$ cat config.mk
export PLATFORM = sky130hd
export DESIGN_NAME = pgen_pattern_src
export DESIGN_NICKNAME = d
export VERILOG_FILES = /design/src/rtl/pgen_pkg.sv /design/src/rtl/pgen_line_track.sv /design/src/rtl/pgen_checker.sv /design/src/rtl/pgen_ramp.sv /design/src/rtl/pgen_pattern_src.sv
export SDC_FILE = /design/constraint.sdc
export NUM_CORES = 1
export LEC_CHECK = 0
export ABC_AREA = 1
export CAP_MARGIN = 20
export CORE_AREA = 2 2 115 117
export DETAILED_ROUTE_END_ITERATION = 10
export DIE_AREA = 0 0 117 119
export GPL_TIMING_DRIVEN = 1
export HOLD_SLACK_MARGIN = 0.08
export RECOVER_POWER = 50
export SLEW_MARGIN = 10
export SYNTH_ARGS = -nofsm -noshare
export SYNTH_HDL_FRONTEND = slang
export SYNTH_SLANG_ARGS = --single-unit
$ cat constraint.sdc
create_clock -name clk -period 2.3 [get_ports clk]
set_input_delay 0.23 -clock clk [delete_from_list [all_inputs] [get_ports clk]]
set_output_delay 0.23 -clock clk [all_outputs]
set_load 0.005 [all_outputs]
$ cat src/rtl/pgen_pkg.sv
package pgen_pkg;
  typedef enum logic [1:0] {
    PG_OFF     = 2'd0,
    PG_CHECKER = 2'd1,
    PG_RAMP    = 2'd2,
    PG_RSVD    = 2'd3
  } pg_mode_e;
endpackage

$ cat src/rtl/pgen_line_track.sv
module pgen_line_track #(
  parameter int CNT_W = 8
) (
  input  logic             clk,
  input  logic             rst_n,
  input  logic             de_i,
  input  logic             vs_i,
  input  logic [CNT_W-1:0] alt_lines_i,
  output logic             line_start_o,
  output logic             row_phase_o
);
  logic             de_q, vs_q;
  logic             phase_q, phase_d;
  logic [CNT_W-1:0] lcnt_q, lcnt_d;
  logic             de_fall, vs_rise, last_line;

  always_comb begin
    line_start_o = de_i & ~de_q;
    de_fall      = de_q & ~de_i;
    vs_rise      = vs_i & ~vs_q;
    last_line    = (alt_lines_i == '0) || (lcnt_q == alt_lines_i - 1'b1);
    phase_d      = phase_q;
    lcnt_d       = lcnt_q;
    if (vs_rise) begin
      phase_d = 1'b0;
      lcnt_d  = '0;
    end else if (de_fall) begin
      if (last_line) begin
        phase_d = ~phase_q;
        lcnt_d  = '0;
      end else begin
        lcnt_d = lcnt_q + 1'b1;
      end
    end
  end

  always_ff @(posedge clk or negedge rst_n) begin
    if (!rst_n) begin
      de_q    <= 1'b0;
      vs_q    <= 1'b0;
      phase_q <= 1'b0;
      lcnt_q  <= '0;
    end else begin
      de_q    <= de_i;
      vs_q    <= vs_i;
      phase_q <= phase_d;
      lcnt_q  <= lcnt_d;
    end
  end

  assign row_phase_o = phase_q;
endmodule

$ cat src/rtl/pgen_checker.sv
module pgen_checker #(
  parameter int CNT_W = 8
) (
  input  logic             clk,
  input  logic             rst_n,
  input  logic             de_i,
  input  logic             line_start_i,
  input  logic             row_phase_i,
  input  logic [CNT_W-1:0] run_a_i,
  input  logic [CNT_W-1:0] run_b_i,
  output logic             sel_b_o
);
  logic             sel_q, sel_d;
  logic [CNT_W-1:0] cnt_q, cnt_d;
  logic             cur_sel, run_end;
  logic [CNT_W-1:0] cur_cnt, cur_len;

  always_comb begin
    cur_sel = line_start_i ? row_phase_i : sel_q;
    cur_cnt = line_start_i ? '0 : cnt_q;
    cur_len = cur_sel ? run_b_i : run_a_i;
    run_end = (cur_len == '0) || (cur_cnt == cur_len - 1'b1);
    if (run_end) begin
      sel_d = ~cur_sel;
      cnt_d = '0;
    end else begin
      sel_d = cur_sel;
      cnt_d = cur_cnt + 1'b1;
    end
  end

  always_ff @(posedge clk or negedge rst_n) begin
    if (!rst_n) begin
      sel_q <= 1'b0;
      cnt_q <= '0;
    end else if (de_i) begin
      sel_q <= sel_d;
      cnt_q <= cnt_d;
    end
  end

  assign sel_b_o = cur_sel;
endmodule

$ cat src/rtl/pgen_ramp.sv
module pgen_ramp #(
  parameter int CH_W = 8
) (
  input  logic            clk,
  input  logic            rst_n,
  input  logic            de_i,
  input  logic            line_start_i,
  input  logic [CH_W-1:0] step_i,
  output logic [CH_W-1:0] level_o
);
  logic [CH_W-1:0] lvl_q, lvl_d, cur_lvl;

  always_comb begin
    cur_lvl = line_start_i ? '0 : lvl_q;
    lvl_d   = cur_lvl + step_i;
  end

  always_ff @(posedge clk or negedge rst_n) begin
    if (!rst_n) lvl_q <= '0;
    else if (de_i) lvl_q <= lvl_d;
  end

  assign level_o = cur_lvl;
endmodule

$ cat src/rtl/pgen_pattern_src.sv
module pgen_pattern_src
  import pgen_pkg::*;
#(
  parameter int COLOR_W = 24,
  parameter int CNT_W   = 8
) (
  input  logic               clk,
  input  logic               rst_n,
  input  logic               de_i,
  input  logic               vs_i,
  input  logic [1:0]         mode_i,
  input  logic [COLOR_W-1:0] color_a_i,
  input  logic [COLOR_W-1:0] color_b_i,
  input  logic [CNT_W-1:0]   run_a_i,
  input  logic [CNT_W-1:0]   run_b_i,
  input  logic [CNT_W-1:0]   alt_lines_i,
  input  logic [COLOR_W/3-1:0] grad_step_i,
  output logic [COLOR_W-1:0] pix_o,
  output logic               pix_valid_o
);
  localparam int CH_W = COLOR_W / 3;

  pg_mode_e         mode;
  logic             line_start, row_phase, sel_b;
  logic [CH_W-1:0]  level;
  logic [COLOR_W-1:0] ramp_word, pix_d;
  logic             valid_d;

  pgen_line_track #(.CNT_W(CNT_W)) u_track (
    .clk(clk), .rst_n(rst_n), .de_i(de_i), .vs_i(vs_i),
    .alt_lines_i(alt_lines_i), .line_start_o(line_start),
    .row_phase_o(row_phase)
  );

  pgen_checker #(.CNT_W(CNT_W)) u_checker (
    .clk(clk), .rst_n(rst_n), .de_i(de_i), .line_start_i(line_start),
    .row_phase_i(row_phase), .run_a_i(run_a_i), .run_b_i(run_b_i),
    .sel_b_o(sel_b)
  );

  pgen_ramp #(.CH_W(CH_W)) u_ramp (
    .clk(clk), .rst_n(rst_n), .de_i(de_i), .line_start_i(line_start),
    .step_i(grad_step_i), .level_o(level)
  );

  for (genvar c = 0; c < 3; c++) begin : g_ramp_ch
    assign ramp_word[c*CH_W +: CH_W] = level;
  end

  always_comb begin
    mode    = pg_mode_e'(mode_i);
    valid_d = de_i && (mode == PG_CHECKER || mode == PG_RAMP);
    pix_d   = '0;
    if (valid_d) begin
      if (mode == PG_CHECKER) pix_d = sel_b ? color_b_i : color_a_i;
      else                    pix_d = ramp_word;
    end
  end

  always_ff @(posedge clk or negedge rst_n) begin
    if (!rst_n) begin
      pix_o       <= '0;
      pix_valid_o <= 1'b0;
    end else begin
      pix_o       <= pix_d;
      pix_valid_o <= valid_d;
    end
  end
endmodule

* Yosys cells after proc, flatten, opt, wreduce, memory -nomap -nowiden *
Cells that the tools add are included.

word-level totals
  bits in read-only memories = 0
  bits in latches = 0
  word-level logic and storage cells = 50
  bits in writable memories = 0
  memories kept = 0
  output and inout bits = 25
  register bits after elaboration = 53
  input bits = 86

cells by class
  $lt $le $gt $ge = 0
  $mul = 0
  bitwise logic cells = 8
  shift-type cells = 0
  eq/ne operators = 4
  reduce and logical (&&, ||, !) cells = 9
  div/mod/pow operators = 0
  mux-type cells = 15
  add/sub/neg operators = 5

operators with widths
  kind                                                                    count
  24-bit 2-to-1 mux                                                       3
  8-bit 2-to-1 mux                                                        7
  8-bit by 1-bit adder with 8-bit output (second input constant)          2
  8-bit equality test                                                     2
  8-bit logical NOT                                                       2
  8-bit by 1-bit subtractor with 8-bit output (second input constant)     2
  8-bit adder                                                             1
  1-bit 2-to-1 mux                                                        5
  1-bit inverter                                                          5
  2-bit nonzero test                                                      2
  1-bit AND                                                               3
  1-bit logical OR                                                        3
  2-bit by 1-bit equality test with 1-bit output (second input constant)  1
  2-bit equality test (second input constant)                             1
  2-bit AND reduction                                                     1
  1-bit logical AND                                                       1

* Depth between registers and ports, before layout *
Gate-level depths: netlist of the first run.

  depth in word-level cells = 8
  depth in mapped cells = 18
  mapped depth without buffers = 18

* Hierarchy *
Synthesis of the first run repeated with hierarchy kept, for this count alone.

second synthesis, totals
  cell total of the unflattened synthesis = 607
  area, all modules = 3991.3 um2

by module, submodules not included
  module            cells each  area each (um2)  times used  seq. area each (um2)
  pgen_pattern_src  195         1390.1           1           625.6
  pgen_checker      178         1047.3           1           225.2
  pgen_line_track   129         857.1            1           275.3
  pgen_ramp         105         696.9            1           200.2

* Least setup slack after synthesis of the first run *
No wires, ideal clock.

  path kind = register -> register
  start point = register u_track.de_q
  end point = register u_checker.sel_q
  setup slack = 0.054 ns
  buffers on the path = 0
  setup time = 0.118 ns
  stages on the path, launching flop included = 16
  data required time = 2.182 ns
  data arrival time = 2.128 ns
  clock period less this slack = 2.246 ns
  cells stage by stage = dfrtp_1 inv_2 nand3_2 nand3b_1 nand2_1 ha_1 xnor2_1 nand2_1 nor2_1 nand2_1 nor2_2 nand2_2 o21ai_4 nand2_1 nand3_1 nand2_1

on the way
  cells in the longest elaborated chain, start to end = 8
  elaborated cells on any way between the ends = 11
  those cells by class = add/sub (1); eq/ne (1); mux (4); bitwise (3); reduce/logical (2)

RTL lines
  what                                         line                   source
  from (decl)                                  pgen_line_track.sv:12  logic de_q, vs_q;
  from (signal assigned)                       pgen_line_track.sv:44  de_q <= de_i;
  1-bit inverter (*)                           pgen_line_track.sv:18  line_start_o = de_i & ~de_q;
  1-bit AND (*)                                pgen_line_track.sv:18
  1-bit 2-to-1 mux                             pgen_checker.sv:19     cur_sel = line_start_i ? row_phase_i : sel_q;
  8-bit 2-to-1 mux                             pgen_checker.sv:21     cur_len = cur_sel ? run_b_i : run_a_i;
  8-bit by 1-bit subtractor with 8-bit output  pgen_checker.sv:22     run_end = (cur_len == '0) || (cur_cnt == cur_len - 1'b1);
  8-bit equality test                          pgen_checker.sv:22
  1-bit logical OR                             pgen_checker.sv:22
  1-bit 2-to-1 mux (*)                         pgen_checker.sv:23     if (run_end) begin
  to (signal assigned)                         pgen_checker.sv:37     sel_q <= sel_d;
  to (decl)                                    pgen_checker.sv:13     logic sel_q, sel_d;

Every way passes the cells marked *; elsewhere a longest branch is shown, timed or not.
A chain may end at the register's enable or synchronous reset.

* Worst setup path after layout of the first run *
  start point = register u_track.de_q
  end point = register u_checker.cnt_q[7]

on the way
  cells in the longest elaborated chain, start to end = 8
  elaborated cells on any way between the ends = 11
  those cells by class = add/sub (2); eq/ne (1); mux (4); bitwise (2); reduce/logical (2)

RTL lines
  what                                         line                   source
  1-bit inverter (*)                           pgen_line_track.sv:18
  1-bit AND (*)                                pgen_line_track.sv:18
  1-bit 2-to-1 mux                             pgen_checker.sv:19
  8-bit 2-to-1 mux                             pgen_checker.sv:21
  8-bit by 1-bit subtractor with 8-bit output  pgen_checker.sv:22
  8-bit equality test                          pgen_checker.sv:22
  1-bit logical OR                             pgen_checker.sv:22
  8-bit 2-to-1 mux (*)                         pgen_checker.sv:23
  to (signal assigned)                         pgen_checker.sv:38     cnt_q <= cnt_d;
  to (decl)                                    pgen_checker.sv:14     logic [CNT_W-1:0] cnt_q, cnt_d;

Marked as above.

==> flow_metrics.env, run 1 <==
export IMPL_ant_nets=0
export IMPL_grt_pass1_vias=3894
export IMPL_cts_tree="yes"
export IMPL_io_buffers=110
export IMPL_viasPerCell=4.46
export IMPL_htreeDepth=2
export IMPL_grt_pass1_wl_um=17600
export IMPL_min_path_type="in -> reg"
export IMPL_end_kind="register"
export IMPL_slew_limit_headroom_pct=6.02
export IMPL_drt_wl_total_um=11100
export IMPL_leakagePower_nw=2.95
export IMPL_powerDensity_mw_per_mm2=630
export IMPL_numCtsBuffers=5
export IMPL_grt_usage_pct=15.7
export IMPL_pre_cts_slack_ps=-389
export IMPL_peakVddDrop_uv=241
export IMPL_drt_initial_drc_count=203
export IMPL_area_growth_syn_to_layout_pct=55.5
export IMPL_netlist_area_mm2=0.00373
export IMPL_vias=3990
export IMPL_firstDrtPassIters=5
export IMPL_cts_root_buf="clkbuf_16"
export IMPL_drc=0
export IMPL_synth_area_leaders="dfrtp_1, nand2_1, inv_1"
export IMPL_setup_violations=0
export IMPL_die_x_um=117
export IMPL_ys_seq_area_share_pct=35.5
export IMPL_required_ps=2470
export IMPL_clkTransAtPathRegs_ps=60
export IMPL_finalPower_mw=3.66
export IMPL_synth_top_area_share_pct=35.5
export IMPL_initial_core_util_pct=29.0
export IMPL_ys_types=34
export IMPL_syn_inst=544
export IMPL_ctsLongestPathBuffers=2
export IMPL_nNetsFinal=819
export IMPL_rows=42
export IMPL_clkLatencyLatePin_ps=300
export IMPL_finalCriticalPeriod_ps=2240
export IMPL_dieArea_mm2=0.0139
export IMPL_rsz0062_at_grt="true"
export IMPL_timing_setup_tns_ps=0
export IMPL_cp_start_kind="register"
export IMPL_syn_avg_cell_area_um2=6.87
export IMPL_cp_arrival_ps=2420
export IMPL_synth_nets=645
export IMPL_routedWlPerCell_um=12.4
export IMPL_maxSlewViolCount=0
export IMPL_status="finished clean"
export IMPL_io_pins=111
export IMPL_die_h_um=119
export IMPL_max_slew_worst_pin_slew_ps=1410
export IMPL_worstSetupPathType="reg -> reg"
export IMPL_fin_worst_hold_slack_ps=477
export IMPL_final_min_period_over_clock_period_pct=97.5
export IMPL_dp_hpwl_um=8710
export IMPL_grt_max_degree=31
export IMPL_synth_top_cell_by_area="dfrtp_1"
export IMPL_cap_violations=0
export IMPL_place_gp_congestion=0.851
export IMPL_yosys_register_bits=53
export IMPL_cts_sinks=53
export IMPL_fmax_mhz=446
export IMPL_fin_skew_ps=12.9
export IMPL_grt_overflow_total=0
export IMPL_hold_violations=0
export IMPL_postLayoutSetupSlackWorst_ps=58.0
export IMPL_drive_above_1_share_pct=16.6
export IMPL_ys_warn_count=0
export IMPL_diodes=0
export IMPL_critPathMaxFanout=7
export IMPL_core_mm2=0.0129
export IMPL_antenna_found_initial=0
## metal layers
metal  wire length (µm)  global-route usage (%)
met5                  0                       0
met4                266                    4.93
met3                340                    1.73
met2               5600                    27.7
met1               4880                    19.9
## metrics by stage
| stage | instances | area (µm²) | utilization [%] |
|---|---|---|---|
| finish | 895 | 5810 | 45.1 |
| floorplan | 544 | 3730 | - |
| global placement | 878 | 5450 | 42.4 |
| global route | 895 | 5810 | 45.1 |
| CTS | 891 | 5710 | 44.4 |
| detailed placement | 878 | 5450 | 42.4 |
## layout make-up
class / count / area, µm²
fill: 1299 / 7070
multi-input combinational: 389 / 2110
timing repair buffer: 181 / 1640
sequential: 53 / 1330
inverter: 88 / 333
tap: 176 / 220
clock buffer: 6 / 139
clock inverter: 2 / 37.5
## report_power, final
part / switching, mW / internal [mW] / total (mW)
Combinational: 0.817 / 0.789 / 1.61
Clock: 0.346 / 0.544 / 0.890
Sequential: 0.0839 / 1.08 / 1.16
## Yosys cell counts
| library cell | number |
|---|---|
| nand2_1 | 165 |
| inv_1 | 85 |
| nand3_1 | 57 |
| dfrtp_1 | 53 |
| nor2_1 | 49 |
| o21ai_0 | 18 |
| a21oi_1 | 17 |
| ha_1 | 14 |
| xor2_1 | 14 |
| clkbuf_1 | 10 |
| xnor2_1 | 9 |
| nand3b_1 | 5 |
| nand4_1 | 5 |
| nand2_2 | 4 |
| nand2_4 | 4 |
| o22ai_1 | 4 |
| buf_6 | 3 |
| inv_2 | 3 |
| nor2_2 | 3 |
| o21ai_1 | 3 |
| a31oi_1 | 2 |
| nand3_2 | 2 |
| nor3_1 | 2 |
| o31ai_1 | 2 |
| or2_2 | 2 |
| a21o_1 | 1 |
| a311oi_1 | 1 |
| and2_1 | 1 |
| buf_2 | 1 |
| fa_1 | 1 |
| nand3_4 | 1 |
| nor2_4 | 1 |
| nor4_1 | 1 |
| o21ai_4 | 1 |
## registers in the layout, summed over array words and instances (netlist names)
register,cells
u_track.lcnt_q,8
u_checker.cnt_q,8
u_track.vs_q,1
u_track.de_q,1
u_checker.sel_q,1
pix_valid_o,1
pix_o,24
u_track.row_phase_o,1
u_ramp.lvl_q,8
## kinds of logic (layout without fill, tap and decap cells)
family                   after synthesis  count (layout)  share of synthesized area [%]
AND/OR/NAND/NOR                      302             302                           35.6
buffers and inverters                102             277                           10.9
flip-flops                            53              53                           35.5
AO/OA/AOI/OAI                         49              49                           7.37
XOR/XNOR                              23              23                           5.39
adder cells (fa/ha/maj)               15              15                           5.23
## critical path, cell delays in order, from the launching register on
cell     delay [ps]
dfrtp_1         410
inv_4           110
nand2_4          70
nand2_4          80
nand2_4          60
nand2_2          90
nand2_4          70
ha_2            210
inv_1            50
nand3_1         110
nand3_1         110
nand2_1          70
nor2_2          130
nand3_2         110
o21ai_4         240
inv_2            90
nand2_1          70
o21ai_1          50
## cell usage in the layout, fill, tap and decap left out, drive strengths merged
cell type and count:
clkbuf 8, buf 69, a21o 1, or2 2, dfrtp 53, dlymetal6s2s 1, dlygate4sd3 7, clkdlybuf4s50 102
xor2 14, a21oi 17, nor3 2, inv 88, nor4 1, o21ai 22, xnor2 9, nand3 60
o31ai 2, a311oi 1, o22ai 4, bufinv 1, nand4 5, nand3b 5, a31oi 2, nor2 53
and2 1, ha 14, clkinvlp 1, fa 1, nand2 173
## final timing paths
| path | start | endpoint | slack, ps | cells past startpoint |
|---|---|---|---|---|
| worst max-delay path | u_track.de_q | u_checker.cnt_q[7] | 60 | 17 |
| worst min-delay path | de_i | u_track.de_q | 480 | 3 |
| worst max register to register | u_track.de_q | u_checker.cnt_q[7] | 60 | 17 |
| worst min register to register | u_checker.cnt_q[4] | u_checker.cnt_q[4] | 490 | 2 |
| max in group asynchronous | rst_n | u_track.lcnt_q[0] | 270 | 3 |
| min in group asynchronous | rst_n | pix_o[13] | 790 | 2 |
## what timing repair did
item | CTS | global route
pin swaps | 9 | 15
hold endpoints to repair | 23 | 0
hold buffers | 1 | 0
gates resized for setup | 13 | 17
endpoints found under the setup margin | 11 | 13
setup buffers | 4 | 4
(Power assumes the default switching activity.)
==> inputs of run 2 (changes only) <==
--- a/config.mk
+++ b/config.mk
@@ -7,11 +7,14 @@
 export LEC_CHECK = 0
 export ABC_AREA = 1
 export CAP_MARGIN = 20
+export CELL_PAD_IN_SITES_DETAIL_PLACEMENT = 1
+export CELL_PAD_IN_SITES_GLOBAL_PLACEMENT = 1
 export CORE_AREA = 2 2 115 117
 export DETAILED_ROUTE_END_ITERATION = 10
 export DIE_AREA = 0 0 117 119
 export GPL_TIMING_DRIVEN = 1
 export HOLD_SLACK_MARGIN = 0.08
+export PLACE_DENSITY_LB_ADDON = 0.1
 export RECOVER_POWER = 50
 export SLEW_MARGIN = 10
 export SYNTH_ARGS = -nofsm -noshare
==> flow_metrics.env, run 2 (synthesis gave the netlist of run 1 again) <==
export IMPL_status="complete, but fails checks"
export IMPL_fin_skew_ps=4.40
export IMPL_drc=0
export IMPL_grt_use_met2_pct=34.3
export IMPL_dieArea_mm2=0.0139
export IMPL_dp_hpwl_um=9980
export IMPL_final_common_cell="nand2_1"
export IMPL_grt_overflow_total=0
export IMPL_fillerInstances=1634
export IMPL_end_kind="register"
export IMPL_max_slew_worst_pin_slew_ps=1450
export IMPL_final_cell_mix="nand2_1, clkdlybuf4s50_1, inv_1"
export IMPL_postLayoutSetupSlackWorst_ps=-9.69
export IMPL_path_cells="inv_4 -> nand2_4 -> nand2_4 -> nand3b_1 -> nand2_2 -> ha_4 -> xnor2_2 -> nand2_1 -> nor2_1 -> nand2_1 -> nor2_2 -> nand2_2 -> o21ai_4 -> nand2_1 -> nand3_2 -> nand2_1"
export IMPL_slowest_stage="dfrtp_1"
export IMPL_grt_pass1_wl_um=20700
export IMPL_grt_usage_pct=18.7
export IMPL_htreeDepth=2
export IMPL_finalCriticalPeriod_ps=2310
export IMPL_drt_initial_drc_count=80
export IMPL_rows=42
export IMPL_r2r_start="u_track.de_q"
export IMPL_cap_violations=0
export IMPL_cts_root_buf="clkbuf_16"
export IMPL_slew_limit_headroom_pct=3.06
export IMPL_hold_violations=0
export IMPL_largest_register_ffs=24
export IMPL_io_pins=111
export IMPL_leakagePower_nw=2.96
export IMPL_routedWlPerCell_um=14.0
export IMPL_clkLatencyLatePin_ps=290
export IMPL_swShare_pct=36.3
export IMPL_die_h_um=119
export IMPL_powerDensity_mw_per_mm2=615
export IMPL_worstSetupPathType="reg -> reg"
export IMPL_startpoint="u_track.de_q"
export IMPL_drt_wl_total_um=12600
export IMPL_core_mm2=0.0129
export IMPL_violations="negative setup slack"
export IMPL_largest_register="pix_o"
export IMPL_grt_pass1_vias=4418
export IMPL_cpMostUsedCell="nand2_1"
export IMPL_final_min_period_over_clock_period_pct=100
export IMPL_numCtsBuffers=5
export IMPL_critPathBufInv=1
export IMPL_io_buffers=110
export IMPL_sequentialPowerShare_pct=32.6
export IMPL_p_comb_share_pct=46.2
export IMPL_ant_nets=0
export IMPL_diodes=0
export IMPL_gr_usage_met3_pct=4.33
export IMPL_required_ps=2490
export IMPL_design_area_mm2=0.00584
export IMPL_fin_util_pct=45.3
export IMPL_critPathMaxFanout=7
export IMPL_met1_usage_pct=21.7
export IMPL_area_growth_syn_to_layout_pct=56.2
export IMPL_min_from="u_checker.cnt_q[4]"
export IMPL_cp_start_kind="register"
export IMPL_r2r_slack_ps=-10
export IMPL_p_clk_share_pct=21.2
export IMPL_setup_violations=4
export IMPL_cts_sinks=53
export IMPL_place_gp_congestion=0.803
export IMPL_switching_power_mw=1.30
export IMPL_busiest_layer="met2"
export IMPL_p_int_mw=2.29
export IMPL_dp_cells=882
export IMPL_firstDrtPassIters=4
export IMPL_fin_worst_hold_slack_ps=494
export IMPL_cp_top_family="simple AND/OR/NAND/NOR gates"
export IMPL_cts_tree="yes"
export IMPL_ctsLongestPathBuffers=2
export IMPL_vias=4092
export IMPL_clkTransAtPathRegs_ps=70
export IMPL_fin_cells=899
export IMPL_die_x_um=117
export IMPL_cp_arrival_ps=2500
export IMPL_nNetsFinal=823
export IMPL_rsz0062_at_grt="true"
export IMPL_initial_core_util_pct=29.0
export IMPL_antenna_found_initial=0
export IMPL_dpl_cell_area_mm2=0.00548
export IMPL_cp_slowest_stage_delay_ps=410
export IMPL_min_path_type="reg -> reg"
export IMPL_peakVddDrop_uv=267
export IMPL_viasPerCell=4.55
export IMPL_maxSlewViolCount=0
export IMPL_fmax_mhz=433
export IMPL_timing_setup_tns_ps=-23.3
export IMPL_drive_above_1_share_pct=17.6
export IMPL_grt_max_degree=30
[run 2: cell types whose count changed in the layout (fill, tap and decap cells not counted), moves of 2 or more]
cell      previous run  this run
buf_4               66        70
clkinv_4             0         2
nand2_1            160       158
nand2_2              8        11
nor2_1              47        45
[run 2: worst min-delay path, cell delays in order, from the launching register on]
cell,delay [ps]
dfrtp_1,350
nand2_1,60
nand2_1,60
[run 2: power groups by stage]
stage | logic (mW) | registers (mW) | clock network, mW
after global routing | 1.86 | 1.19 | 0.818
after floorplan | 0.828 | 1.17 | 0
final | 1.66 | 1.17 | 0.760
after global placement | 1.49 | 1.17 | 0
after detailed placement | 1.54 | 1.18 | 0
after CTS | 1.60 | 1.17 | 0.786
[run 2: path summary, 6_finish.rpt]
check                                           to  cells after the start
worst max-delay path               u_checker.sel_q                     16
worst min-delay path            u_checker.cnt_q[4]                      2
worst max register to register     u_checker.sel_q                     16
worst min register to register  u_checker.cnt_q[4]                      2
max in group asynchronous          u_ramp.lvl_q[1]                      3
min in group asynchronous                pix_o[14]                      2
[run 2: what timing repair did]
action | in CTS | in global routing
hold buffers | 1 | 0
resized for setup | 16 | 21
hold endpoints to repair | 24 | 0
buffers inserted | 2 | 6
pin swaps | 14 | 11
setup endpoints to repair | 12 | 11
[run 2: cell type report]
type	count	area [µm²]	area share, %
repair buffers	185	1670	28.6
flip-flops and latches	53	1330	22.7
multi-input cells	389	2140	36.6
well taps	176	220	3.77
inverters	88	333	5.70
clock buffers	5	125	2.14
clock inverters	3	22.5	0.386
[run 2: through the flow]
step	total power [mW]	worst slack, ps
2_1_floorplan	2.00	53.9
3_3_place_gp	2.67	-445
3_5_place_dp	2.72	-513
4_1_cts	3.56	-1.81
5_1_grt	3.87	-180
6_report	3.59	-9.69
[run 2: layer usage]
layer,wire length (µm),vias up
met1,5330,1951
met3,670,8
met4,136,0
met5,0,-
met2,6460,82
li1,-,2051
